===== src/rtl/stx_pkg.sv =====
package stx_pkg;

    typedef enum logic [2:0] {
        S_REST,
        S_CHAR,
        S_FILL,
        S_BRK,
        S_BRK_MARK
    } stx_state_e;

    typedef struct packed {
        logic inv;
        logic len9;
    } stx_cfg_t;

endpackage


===== src/rtl/stx_bit_counter.sv =====
module stx_bit_counter #(
    parameter int IDX_W = 4
) (
    input  logic             clk,
    input  logic             rst_n,
    input  logic             clear,
    input  logic             advance,
    output logic [IDX_W-1:0] idx
);

    always_ff @(posedge clk or negedge rst_n) begin
        if (!rst_n) begin
            idx <= '0;
        end else if (clear) begin
            idx <= '0;
        end else if (advance) begin
            idx <= idx + IDX_W'(1);
        end
    end

endmodule


===== src/rtl/stx_frame_latch.sv =====
module stx_frame_latch
    import stx_pkg::*;
#(
    parameter int DATA_W = 8
) (
    input  logic              clk,
    input  logic              rst_n,
    input  logic              load,
    input  logic [DATA_W-1:0] data_in,
    input  logic              bit9_in,
    input  logic              len9_sel,
    input  logic              invert_sel,
    output logic [DATA_W:0]   word_q,
    output stx_cfg_t          cfg_q
);

    always_ff @(posedge clk or negedge rst_n) begin
        if (!rst_n) begin
            word_q <= '0;
            cfg_q  <= '{inv: 1'b0, len9: 1'b0};
        end else if (load) begin
            word_q <= {bit9_in, data_in};
            cfg_q  <= '{inv: invert_sel, len9: len9_sel};
        end
    end

endmodule


===== src/rtl/stx_ctrl.sv =====
module stx_ctrl
    import stx_pkg::*;
#(
    parameter int DATA_W = 8,
    parameter int IDX_W  = 4
) (
    input  logic             clk,
    input  logic             rst_n,
    input  logic             baud_tick,
    input  logic             tx_enable,
    input  logic             send_req,
    input  logic             idle_req,
    input  logic             break_req,
    input  logic             len9_q,
    input  logic [IDX_W-1:0] idx,
    output stx_state_e       state,
    output logic             load,
    output logic             cnt_clear,
    output logic             cnt_adv,
    output logic             done
);

    stx_state_e       state_nx;
    logic             accept;
    logic             at_last;
    logic             done_set;
    logic [IDX_W-1:0] last_idx;

    assign last_idx = IDX_W'(DATA_W + 1) + IDX_W'(len9_q);
    assign at_last  = (idx == last_idx);
    assign accept   = tx_enable && (send_req || idle_req || break_req);

    // Next-state logic
    always_comb begin
        state_nx = state;
        unique case (state)
            S_REST: begin
                if (accept) begin
                    if (break_req)     state_nx = S_BRK;
                    else if (idle_req) state_nx = S_FILL;
                    else               state_nx = S_CHAR;
                end
            end
            S_CHAR, S_FILL: begin
                if (baud_tick && at_last) state_nx = S_REST;
            end
            S_BRK: begin
                if (baud_tick && at_last) state_nx = S_BRK_MARK;
            end
            S_BRK_MARK: begin
                if (baud_tick) state_nx = S_REST;
            end
            default: state_nx = S_REST;
        endcase
    end

    // State register
    always_ff @(posedge clk or negedge rst_n) begin
        if (!rst_n) begin
            state <= S_REST;
        end else begin
            state <= state_nx;
        end
    end

    // Output decode
    always_comb begin
        load      = 1'b0;
        cnt_clear = 1'b0;
        cnt_adv   = 1'b0;
        done_set  = 1'b0;
        unique case (state)
            S_REST: begin
                load      = accept;
                cnt_clear = accept;
            end
            S_CHAR, S_FILL: begin
                cnt_adv  = baud_tick && !at_last;
                done_set = baud_tick && at_last;
            end
            S_BRK: begin
                cnt_adv   = baud_tick && !at_last;
                cnt_clear = baud_tick && at_last;
            end
            S_BRK_MARK: begin
                done_set = baud_tick;
            end
            default: begin
                cnt_clear = 1'b1;
            end
        endcase
    end

    always_ff @(posedge clk or negedge rst_n) begin
        if (!rst_n) begin
            done <= 1'b0;
        end else begin
            done <= done_set;
        end
    end

endmodule


===== src/rtl/stx_core.sv =====
module stx_core
    import stx_pkg::*;
#(
    parameter int DATA_W = 8
) (
    input  logic              clk,
    input  logic              rst_n,
    input  logic              baud_tick,
    input  logic              tx_enable,
    input  logic [DATA_W-1:0] data_in,
    input  logic              bit9_in,
    input  logic              len9_sel,
    input  logic              invert_sel,
    input  logic              send_req,
    input  logic              idle_req,
    input  logic              break_req,
    output logic              txd,
    output logic              busy,
    output logic              done
);

    localparam int IDX_W = $clog2(DATA_W + 4);

    stx_state_e       state;
    stx_cfg_t         cfg_q;
    logic [DATA_W:0]  word_q;
    logic [DATA_W:0]  word_sh;
    logic [IDX_W-1:0] idx;
    logic [IDX_W-1:0] data_top;
    logic             load;
    logic             cnt_clear;
    logic             cnt_adv;
    logic             level;
    logic             polarity;

    stx_ctrl #(.DATA_W(DATA_W), .IDX_W(IDX_W)) u_ctrl (
        .clk       (clk),
        .rst_n     (rst_n),
        .baud_tick (baud_tick),
        .tx_enable (tx_enable),
        .send_req  (send_req),
        .idle_req  (idle_req),
        .break_req (break_req),
        .len9_q    (cfg_q.len9),
        .idx       (idx),
        .state     (state),
        .load      (load),
        .cnt_clear (cnt_clear),
        .cnt_adv   (cnt_adv),
        .done      (done)
    );

    stx_bit_counter #(.IDX_W(IDX_W)) u_cnt (
        .clk     (clk),
        .rst_n   (rst_n),
        .clear   (cnt_clear),
        .advance (cnt_adv),
        .idx     (idx)
    );

    stx_frame_latch #(.DATA_W(DATA_W)) u_latch (
        .clk        (clk),
        .rst_n      (rst_n),
        .load       (load),
        .data_in    (data_in),
        .bit9_in    (bit9_in),
        .len9_sel   (len9_sel),
        .invert_sel (invert_sel),
        .word_q     (word_q),
        .cfg_q      (cfg_q)
    );

    // Highest bit index that carries data in a character frame
    assign data_top = IDX_W'(DATA_W) + IDX_W'(cfg_q.len9);
    assign word_sh  = word_q >> (idx - IDX_W'(1));

    // Uninverted line level per state
    always_comb begin
        level = 1'b1;
        unique case (state)
            S_REST:     level = 1'b1;
            S_CHAR: begin
                if (idx == '0)             level = 1'b0;
                else if (idx <= data_top)  level = word_sh[0];
                else                       level = 1'b1;
            end
            S_FILL:     level = 1'b1;
            S_BRK:      level = 1'b0;
            S_BRK_MARK: level = 1'b1;
            default:    level = 1'b1;
        endcase
    end

    assign busy     = (state != S_REST);
    assign polarity = busy ? cfg_q.inv : invert_sel;
    assign txd      = level ^ polarity;

endmodule


===== config.mk =====
export PLATFORM = sky130hd
export DESIGN_NAME = stx_core
export DESIGN_NICKNAME = d
export VERILOG_FILES = /design/src/rtl/stx_pkg.sv /design/src/rtl/stx_bit_counter.sv /design/src/rtl/stx_frame_latch.sv /design/src/rtl/stx_ctrl.sv /design/src/rtl/stx_core.sv
export SDC_FILE = /design/constraint.sdc
export NUM_CORES = 1
export LEC_CHECK = 0
export BUFFER_PORTS_ARGS = -buffer_cell sky130_fd_sc_hd__buf_2
export CORE_MARGIN = 1.5
export CORE_UTILIZATION = 45
export CTS_CLUSTER_DIAMETER = 50
export DETAILED_ROUTE_END_ITERATION = 16
export PLACE_DENSITY = 0.77
export SETUP_SLACK_MARGIN = 0.5
export SYNTH_ARGS = -nofsm -noshare
export SYNTH_HDL_FRONTEND = slang
export SYNTH_SLANG_ARGS = --single-unit

===== constraint.sdc =====
create_clock -name clk -period 2.2 [get_ports clk]
set_clock_uncertainty 0.1 [all_clocks]
set_input_delay 0.33 -clock clk [delete_from_list [all_inputs] [get_ports clk]]
set_output_delay 0.33 -clock clk [all_outputs]
set_load 0.02 [all_outputs]

# Word level (Yosys, flattened, before mapping)
# Cells that the tools add are included.
[word_totals] reg_bits=19 out_inout_bits=3 inputBits=18
[op_classes] n_reduce_logical=14 magnitude_cmp=1 shifts=1 add_sub_neg=4 n_bitwise=1 muxes=17 eq_ne=9
[ops] op="3-bit 2-to-1 mux" count=5
[ops] op="3-bit case mux with 4 select lines" count=1
[ops] op="9-bit by 4-bit right shift with 1-bit output" count=1
[ops] op="4-bit by 1-bit adder with 4-bit output, first input constant" count=2
[ops] op="4-bit 2-to-1 mux" count=2
[ops] op="3-bit by 2-bit == test with 1-bit output, second input constant" count=2
[ops] op="2-bit by 1-bit inequality test with 1-bit output, second input constant" count=3
[ops] op="3-bit OR reduction" count=2
[ops] op="1-bit 2-to-1 mux" count=5
[ops] op="4-bit by 1-bit adder with 4-bit output, second input constant" count=1
[ops] op="4-bit == test" count=1
[ops] op="4-bit <= comparator" count=1
[ops] op="4-bit zero test" count=1
[ops] op="1-bit case mux with 2 select lines" count=2
[ops] op="4-bit AND reduction" count=1
[ops] op="4-bit by 1-bit subtractor with 4-bit output, second input constant" count=1
[ops] op="3-bit by 1-bit == test with 1-bit output, second input constant" count=1
[ops] op="3-bit == test, second input constant" count=1
[ops] op="1-bit logical AND" count=3
[ops] op="3-bit zero test" count=1
[ops] op="1-bit case mux with 3 select lines" count=1
[ops] op="3-bit nonzero test" count=1
[ops] op="1-bit logical OR" count=2
[ops] op="2-bit 2-to-1 mux" count=1
[ops] op="other kinds (5)" count=5

# Depth between registers and ports, before layout
# Gate-level depths: netlist of run 1.
[depth] ltp_word=7 mapped_depth=7

# Modules after synthesis
# A second synthesis of run 1 with hierarchy kept.
[unflattened] cells_unflattened=99 area_unflattened_um2=1186.1
[modules_own_cells] mod="stx_frame_latch" cells_each=23 area_each_um2=447.9 n_inst=1 seq_area_each_um2=275.3
[modules_own_cells] mod="stx_ctrl" cells_each=32 area_each_um2=300.3 n_inst=1 seq_area_each_um2=100.1
[modules_own_cells] mod="stx_core" cells_each=28 area_each_um2=245.2 n_inst=1 seq_area_each_um2=0.0
[modules_own_cells] mod="stx_bit_counter" cells_each=16 area_each_um2=192.7 n_inst=1 seq_area_each_um2=100.1

# Worst setup path after synthesis of run 1
# Ideal clock, no wire load.
[synth_timing] path_kind="reg-to-output" from="register u_cnt.idx[0]" to="output port txd" arrival_ps=1891 setup_slack_ps=-121 n_path_buf=0 stages_incl_launch_ff=8 path_cell_list="dfrtp_1 -> inv_2 -> ha_1 -> xor2_2 -> mux4_1 -> a22oi_2 -> nand4bb_1 -> o211ai_2"
[synth_via] elab_chain_len=6 word_cells_on_any_way=8
[synth_rtl] element="start, declared" line="stx_bit_counter.sv:8" source="output logic [IDX_W-1:0] idx"
[synth_rtl] element="start signal, assigned" line="stx_bit_counter.sv:17" source="idx <= idx + IDX_W'(1);"
[synth_rtl] element="4-bit by 1-bit subtractor with 4-bit output" line="stx_core.sv:75" source="assign word_sh = word_q >> (idx - IDX_W'(1));"
[synth_rtl] element="9-bit by 4-bit right shift with 1-bit output" line="stx_core.sv:75"
[synth_rtl] element="1-bit 2-to-1 mux" line="stx_core.sv:84" source="else if (idx <= data_top) level = word_sh[0];"
[synth_rtl] element="1-bit 2-to-1 mux *" line="stx_core.sv:83" source="if (idx == '0) level = 1'b0;"
[synth_rtl] element="1-bit case mux with 2 select lines *" line="stx_core.sv:80" source="unique case (state)"
[synth_rtl] element="1-bit bitwise XOR *" line="stx_core.sv:96" source="assign txd = level ^ polarity;"
[synth_rtl] element="end, declared" line="stx_core.sv:17" source="output logic txd,"
# Every way passes the cells marked *; elsewhere a longest branch is shown, timed or not.

# Worst setup path in the final report of run 1
[layout_timing] from="register u_cnt.idx[1]" to="output port txd"
# The elaborated chain is that of the path after synthesis.

==> results.tsv, run 1 <==
stage	metric	value	unit
run_status	status	finished, violations left	
run_status	failing checks	setup timing	
synth	Ys Warns	0	
die	chip height	51.7	µm
critical_path	Worst path slowest cell	mux4_2	
detailed_routing	DR vias/cell	5.52	
synth	Yosys reg bits	19	
die	Die Span X	51.7	µm
clocking	clk buf depth	2	
critical_path	worst setup path class	flop to output pin	
die	DIE AREA	0.00267	mm²
timing	Final Cycle Share	121	%
synth	post-synthesis compound-gate area fraction	10.6	%
synth	Yosys top cell by area	dfrtp_1	
timing	Final Worst Setup Slack	-469	ps
synth	post-synth top area share	44.6	%
detailed_routing	DRT met1 WL	1230	µm
die	# rows	17	
detailed_routing	routed vias	916	
clocking	CTS H-tree depth	1	
detailed_routing	wire length on met3	109	µm
min_path	Worst Hold Class	input pin to flop	
flow_run	MaxCap Viol Count	0	
timing	crit path time final	2670	ps
cells_and_area	fraction of final layout cells sized beyond drive strength 1	54.3	%
detailed_routing	Routed Antenna Nets	0	
synth	Syn Area/Cell	11.5	µm²
detailed_routing	uppermost layer routed	met4	
timing	Worst Tran Pin Value	536	ps
clocking	clock root buffer	clkbuf_4	
synth	mux contribution to synthesized area	17.1	%
synth	Cells after Synth	93	
detailed_routing	DR iter-0 viols	25	
placed_design	Port Buffer Count	20	
global_route	initial antenna violation count	0	
synth	Synth Area in Adders	4.69	%
global_route	overall global routing resource usage	20.2	%
synth	Synth async-reset ratio	100	%
placed_design	Area after DPL	0.00130	mm²
synth	dominant synthesized flop cell	dfrtp_1	
die	I/O pin count	21	
cells_and_area	diode count	0	
global_route	number of global-route vias before repair	860	
detailed_routing	TritonRoute pass-1 iters	4	
synth	Area contributors post-synth	dfrtp_1 45%, mux2_1 12%, ha_1 4.7%	
cells_and_area	finished layout cell area	0.00156	mm²
clocking	clock tree sinks	19	
synth	Synth Area in Simple Gates	13.8	%
die	Core ar.	0.00223	mm²
critical_path	CP arrival	2240	ps
detailed_routing	WL/cell	17.1	µm
placed_design	RePlAce Congestion	0.769	
global_route	remaining global-route overflow	0	
critical_path	Setup crit start kind	flop	
synth	Mapped Nets	115	
timing	Highest Clock Rate	375	MHz
detailed_routing	DRC	0	
timing	Max Transition Viols Final	0	
synth	sequential area share after synthesis	44.6	%
timing	Hold Vio Cnt, Final	0	
cells_and_area	P&R area growth vs syn	46.0	%
clocking	Reg clk slew, reported paths	110	ps
timing	RSZ-0062 raised after global routing	true	
synth	Cell Area, Synth	0.00107	mm²
die	initial core utilization	47.7	%
synth	Yosys cell types	36	
critical_path	r2r setup slk	90	ps
detailed_routing	routed wire length	2840	µm
critical_path	CP endpoint kind	output pin	
synth	area share of xor/xnor cells in the synthesized design	6.46	%
synth	Commonest cells post-synth	19 x dfrtp_1, 11 x mux2_1, 8 x nor2_1, 6 x nand2_1	
cells_and_area	post-layout net count	161	
clocking	Num CTS Buffers	3	
timing	worst hold margin	119	ps
power_and_ir_drop	Leak	0.714	nW
detailed_routing	metal2 WL	1450	µm
synth	most common cell in the synthesized netlist	dfrtp_1	
synth	largest family of logic cells by synthesized area	multiplexers	
synth	number of synthesized flops with an enable pin	0	
critical_path	critical-path cell list	inv_2, ha_4, xor2_4, mux4_2, a22oi_2, nand4bb_1, o211ai_2, buf_6	
critical_path	crit-path max FO	3	
critical_path	Critical Path RT	1770	ps
power_and_ir_drop	Worst VDD drop	931	µV
critical_path	CP max stage delay	540	ps
power_and_ir_drop	PwrDens	1480	mW/mm²
clocking	Skew-Pair Late Insertion Delay	310	ps
clocking	CTS tree	yes	
timing	count of final setup violators	1	
global_route	largest net degree at the start of global routing	20	
global_route	first-pass GRT wire length	3880	µm
timing	relative slew slack	64.0	%
-- area by class of cell --
type,count,area [µm²]
flip-flops and latches,19,477
clock buffers,4,26.3
fillers,153,677
inverters,5,18.8
repair buffers,43,318
well taps,28,35.0
multi-input cells,67,682
-- stage by stage --
stage | TNS, ps | total power (W) | utilization (%) | setup WS (ps) | cells
after floorplan | -45.7 | 0.00136 | - | -45.7 | 93
after global placement | -80.6 | 0.00163 | 58.2 | -80.6 | 150
after detailed placement | -169 | 0.00170 | 58.2 | -169 | 150
after CTS | -450 | 0.00210 | 65.1 | -450 | 162
after global routing | -543 | 0.00243 | 69.7 | -543 | 166
final | -469 | 0.00231 | 69.7 | -469 | 166
-- state kept, by name, summed over array words and instances, names as in the netlist --
register	count
u_latch.word_q	9
u_ctrl.done	1
u_latch.cfg_q	2
u_cnt.idx	4
u_ctrl.state	3
-- final timing paths --
check	startpoint	endpoint	cells after the start
worst min register to register	u_latch.word_q[7]$_DFFE_PN0P_	u_latch.word_q[7]$_DFFE_PN0P_	1
max in group asynchronous	rst_n	u_ctrl.state[0]$_DFFE_PN0P_	2
min in group asynchronous	rst_n	u_latch.word_q[2]$_DFFE_PN0P_	2
worst max-delay path	u_cnt.idx[1]$_DFFE_PN0P_	txd	8
worst max register to register	u_cnt.idx[0]$_DFFE_PN0P_	u_cnt.idx[3]$_DFFE_PN0P_	8
worst min-delay path	baud_tick	u_ctrl.state[2]$_DFFE_PN0P_	2
-- cell families (layout without fill, tap and decap cells) --
family,Yosys count,in the layout
AO/OA/AOI/OAI,14,14
XOR/XNOR,7,7
adder cells (fa/ha/maj),4,4
buffers and inverters,7,52
flip-flops,19,19
multiplexers,14,14
AND/OR/NAND/NOR,28,28
-- layer usage --
metal,GRT usage (%),vias up
li1,-,424
met1,25.9,456
met2,35.3,31
met3,1.72,5
met4,7.89,0
met5,0,-
-- critical path, delay by kind of cell (launching register included) --
family / cells / cell delay, ps
AOI/OAI and AO/OA: 2 / 250
xor gates and xnor gates: 1 / 190
muxes: 1 / 540
buffers and inverters: 2 / 230
DFF: 1 / 420
adders and majority gates: 1 / 160
and+or+nand+nor: 1 / 140
-- cells in the final DEF, fill, tap and decap left out, types with 2 or more instances in the layout --
| master | Yosys | layout |
|---|---|---|
| buf_4 | 0 | 16 |
| xor2_1 | 3 | 3 |
| ha_1 | 4 | 2 |
| inv_2 | 1 | 3 |
| o21ai_1 | 3 | 2 |
| nand2_1 | 6 | 6 |
| inv_1 | 4 | 2 |
| buf_8 | 0 | 2 |
| buf_2 | 2 | 18 |
| xnor2_1 | 3 | 3 |
| dfrtp_1 | 19 | 18 |
| clkbuf_4 | 0 | 3 |
| mux4_2 | 1 | 2 |
| mux2_1 | 11 | 2 |
| nand3_1 | 4 | 4 |
| nor2_2 | 1 | 2 |
| buf_6 | 0 | 6 |
| ha_4 | 0 | 2 |
| nor2_1 | 8 | 6 |
| mux2_4 | 0 | 9 |
-- power breakdown --
group          switching, W  internal [W]  total [W]
clock network      0.000114     0.0000709   0.000185
registers          0.000137      0.000505   0.000642
logic              0.000632      0.000852    0.00148
-- what timing repair did --
item                                    4_1_cts  5_1_grt
endpoints found under the hold margin        19        0
gates resized for setup                      16       19
endpoints found under the setup margin       21       21
hold buffers                                  1        0
gates cloned                                  0        1
setup buffers                                 7        3
pin swaps                                    10        3
(Power assumes the default switching activity.)
==> inputs of run 2 (changes only) <==
CORE_UTILIZATION = 35   (was 45)
PLACE_DENSITY = 0.62   (was 0.77)
clock period = 3.35 ns   (was 2.2 ns; I/O delays follow)
==> results.tsv, run 2 (synthesis gave the netlist of run 1 again) <==
stage	metric	value	unit	change
timing	Max Transition Viols Final	0		unchanged
die	chip height	58.2	µm	+13%
detailed_routing	Routed Antenna Nets	0		unchanged
cells_and_area	post-layout net count	147		-8.7%
cells_and_area	fraction of final layout cells sized beyond drive strength 1	36.3	%	-18 points
critical_path	CP arrival	2250	ps	about the same
cells_and_area	final core occ	46.8	%	-23 points
cells_and_area	area occupied by multi-input gates	587	µm²	-14%
die	I/O pin count	21		unchanged
die	DIE AREA	0.00339	mm²	+27%
timing	count of final setup violators	0		-1
die	# rows	19		+2
detailed_routing	routed vias	811		-11%
critical_path	CP endpoint kind	output pin		
run_status	status	completed		
detailed_routing	DRC	0		unchanged
placed_design	placed cell count	142		-5.3%
placed_design	Detail Placement HPWL	1500	µm	
detailed_routing	routed wire length	2130	µm	-25%
power_and_ir_drop	PwrDens	962	mW/mm²	-35%
clocking	CTS H-tree depth	1		unchanged
clocking	clk buf depth	2		unchanged
flow_run	MaxCap Viol Count	0		unchanged
critical_path	Critical Path RT	2750	ps	+980 ps
clocking	clock root buffer	clkbuf_4		
global_route	remaining global-route overflow	0		unchanged
global_route	number of global-route vias before repair	840		-2.3%
timing	crit path time final	2850	ps	
global_route	met2 GRT Util	25.6	%	-9.6 points
timing	Hold Vio Cnt, Final	0		unchanged
critical_path	worst setup path class	flop to output pin		
cells_and_area	fillcell total	263		+72%
global_route	first-pass GRT wire length	3690	µm	-4.8%
critical_path	crit-path max FO	3		unchanged
cells_and_area	Largest regs	u_latch.word_q: 9 flops, u_cnt.idx: 4 flops, u_ctrl.state: 3 flops		
timing	relative slew slack	57.8	%	-6.2 points
clocking	Num CTS Buffers	3		unchanged
timing	Final Cycle Share	85.1	%	
cells_and_area	diode count	0		unchanged
timing	Worst Tran Pin Value	633	ps	+97.1 ps
placed_design	Port Buffer Count	20		unchanged
cells_and_area	P&R area growth vs syn	24.3	%	
min_path	Worst Hold Class	input pin to asynchronous set/reset pin		
cells_and_area	most common cell after layout, fill and taps aside	buf_2		
detailed_routing	TritonRoute pass-1 iters	4		unchanged
global_route	overall global routing resource usage	14.6	%	-5.6 points
die	initial core utilization	37.7	%	-10 points
cells_and_area	register area	477	µm²	unchanged
cells_and_area	Most flops, register	u_latch.word_q		
clocking	Reg clk slew, reported paths	110	ps	about the same
cells_and_area	post-route insts no fill	155		-6.6%
global_route	largest net degree at the start of global routing	20		unchanged
power_and_ir_drop	Worst VDD drop	419	µV	-55%
clocking	CTS tree	yes		
power_and_ir_drop	Pwr Total	0.00127	W	-45%
detailed_routing	WL/cell	13.7	µm	-20%
clocking	clock tree sinks	19		unchanged
global_route	met3 track demand over resource	4.69	%	+3.0 points
timing	RSZ-0062 raised after global routing	true		
power_and_ir_drop	Leak	0.605	nW	-15%
timing	Setup TNS	0	ps	+469 ps
cells_and_area	most frequent cells in the layout	19 x buf_2, 18 x dfrtp_1, 11 x mux2_1		
die	Core ar.	0.00283	mm²	+27%
global_route	initial antenna violation count	0		unchanged
global_route	met1 Use GR	17.5	%	-8.5 points
placed_design	RePlAce Congestion	0.792		+3.1%
clocking	CTS Hold Bufs	0		-1
global_route	grt peak-use layer	met2		
clocking	Skew-Pair Late Insertion Delay	300	ps	about the same
cells_and_area	Largest register FFs	9		unchanged
timing	Highest Clock Rate	351	MHz	
critical_path	Setup crit start kind	flop		
detailed_routing	DR vias/cell	5.23		-5.2%
die	Die Span X	58.2	µm	+13%
detailed_routing	DR iter-0 viols	7		-72%
[run 2: cell types whose count changed in the layout (fill, tap and decap cells not counted), moves of 2 or more]
cell and delta:
mux2_4 -9, mux2_1 +9, buf_8 -2, buf_6 -4, nor2_1 +2, buf_4 -8
[run 2: final timing paths]
kind,from,end,slack (ps),cells past startpoint
max,u_cnt.idx[0]$_DFFE_PN0P_,txd,500,8
min,rst_n,u_ctrl.done$_DFF_PN0_,20,1
max reg2reg,u_cnt.idx[0]$_DFFE_PN0P_,u_cnt.idx[1]$_DFFE_PN0P_,1120,7
min reg2reg,u_latch.word_q[7]$_DFFE_PN0P_,u_latch.word_q[7]$_DFFE_PN0P_,390,1
max in group asynchronous,rst_n,u_cnt.idx[1]$_DFFE_PN0P_,2820,1
min in group clk,baud_tick,u_ctrl.state[2]$_DFFE_PN0P_,300,2
[run 2: cell type report]
cell class                      instances  share of cell area, %
Inverter                                5                   1.42
Tap cell                               31                   2.93
Timing Repair Buffer                   29                   13.4
Clock buffer                            4                   1.98
Multi-Input combinational cell         67                   44.3
Sequential cell                        19                   36.0
[run 2: routing by layer]
| metal | vias to the layer above | part of all wire, % | wire length [µm] |
|---|---|---|---|
| met5 | - | 0 | 0 |
| met4 | 0 | 0.56 | 12 |
| met3 | 2 | 3.9 | 82 |
| met2 | 16 | 51 | 1080 |
| met1 | 395 | 45 | 948 |
| li1 | 398 | - | - |
[run 2: per-stage QoR]
stage                     setup WS (ps)  instance area, µm²  hold WS, ps
after global placement              660                1190          362
after detailed placement            591                1190          365
final                               500                1330         16.1
after global routing                371                1330         36.0
after floorplan                     856                1070          107
after CTS                           499                1300         24.7
[run 2: where the power goes]
part	internal [W]	switching, W	leakage, nW
Sequential	0.000331	0.0000939	0.231
Combinational	0.000412	0.000322	0.358
Clock	0.0000464	0.0000686	0.0150
Total	0.000790	0.000485	0.605
[run 2: worst max-delay path: stages, from the launching register on]
cell and delay (ps):
dfrtp_1 410, inv_2 90, ha_4 160, xor2_4 190, mux4_2 530, a22oi_2 190, buf_4 140, o211ai_2 90
buf_6 140
[run 2: repair_timing]
item / CTS / global route
resized for setup: 10 / 0
buffers inserted: 6 / 3
endpoints found under the setup margin: 1 / 1
pin swaps: 4 / 4
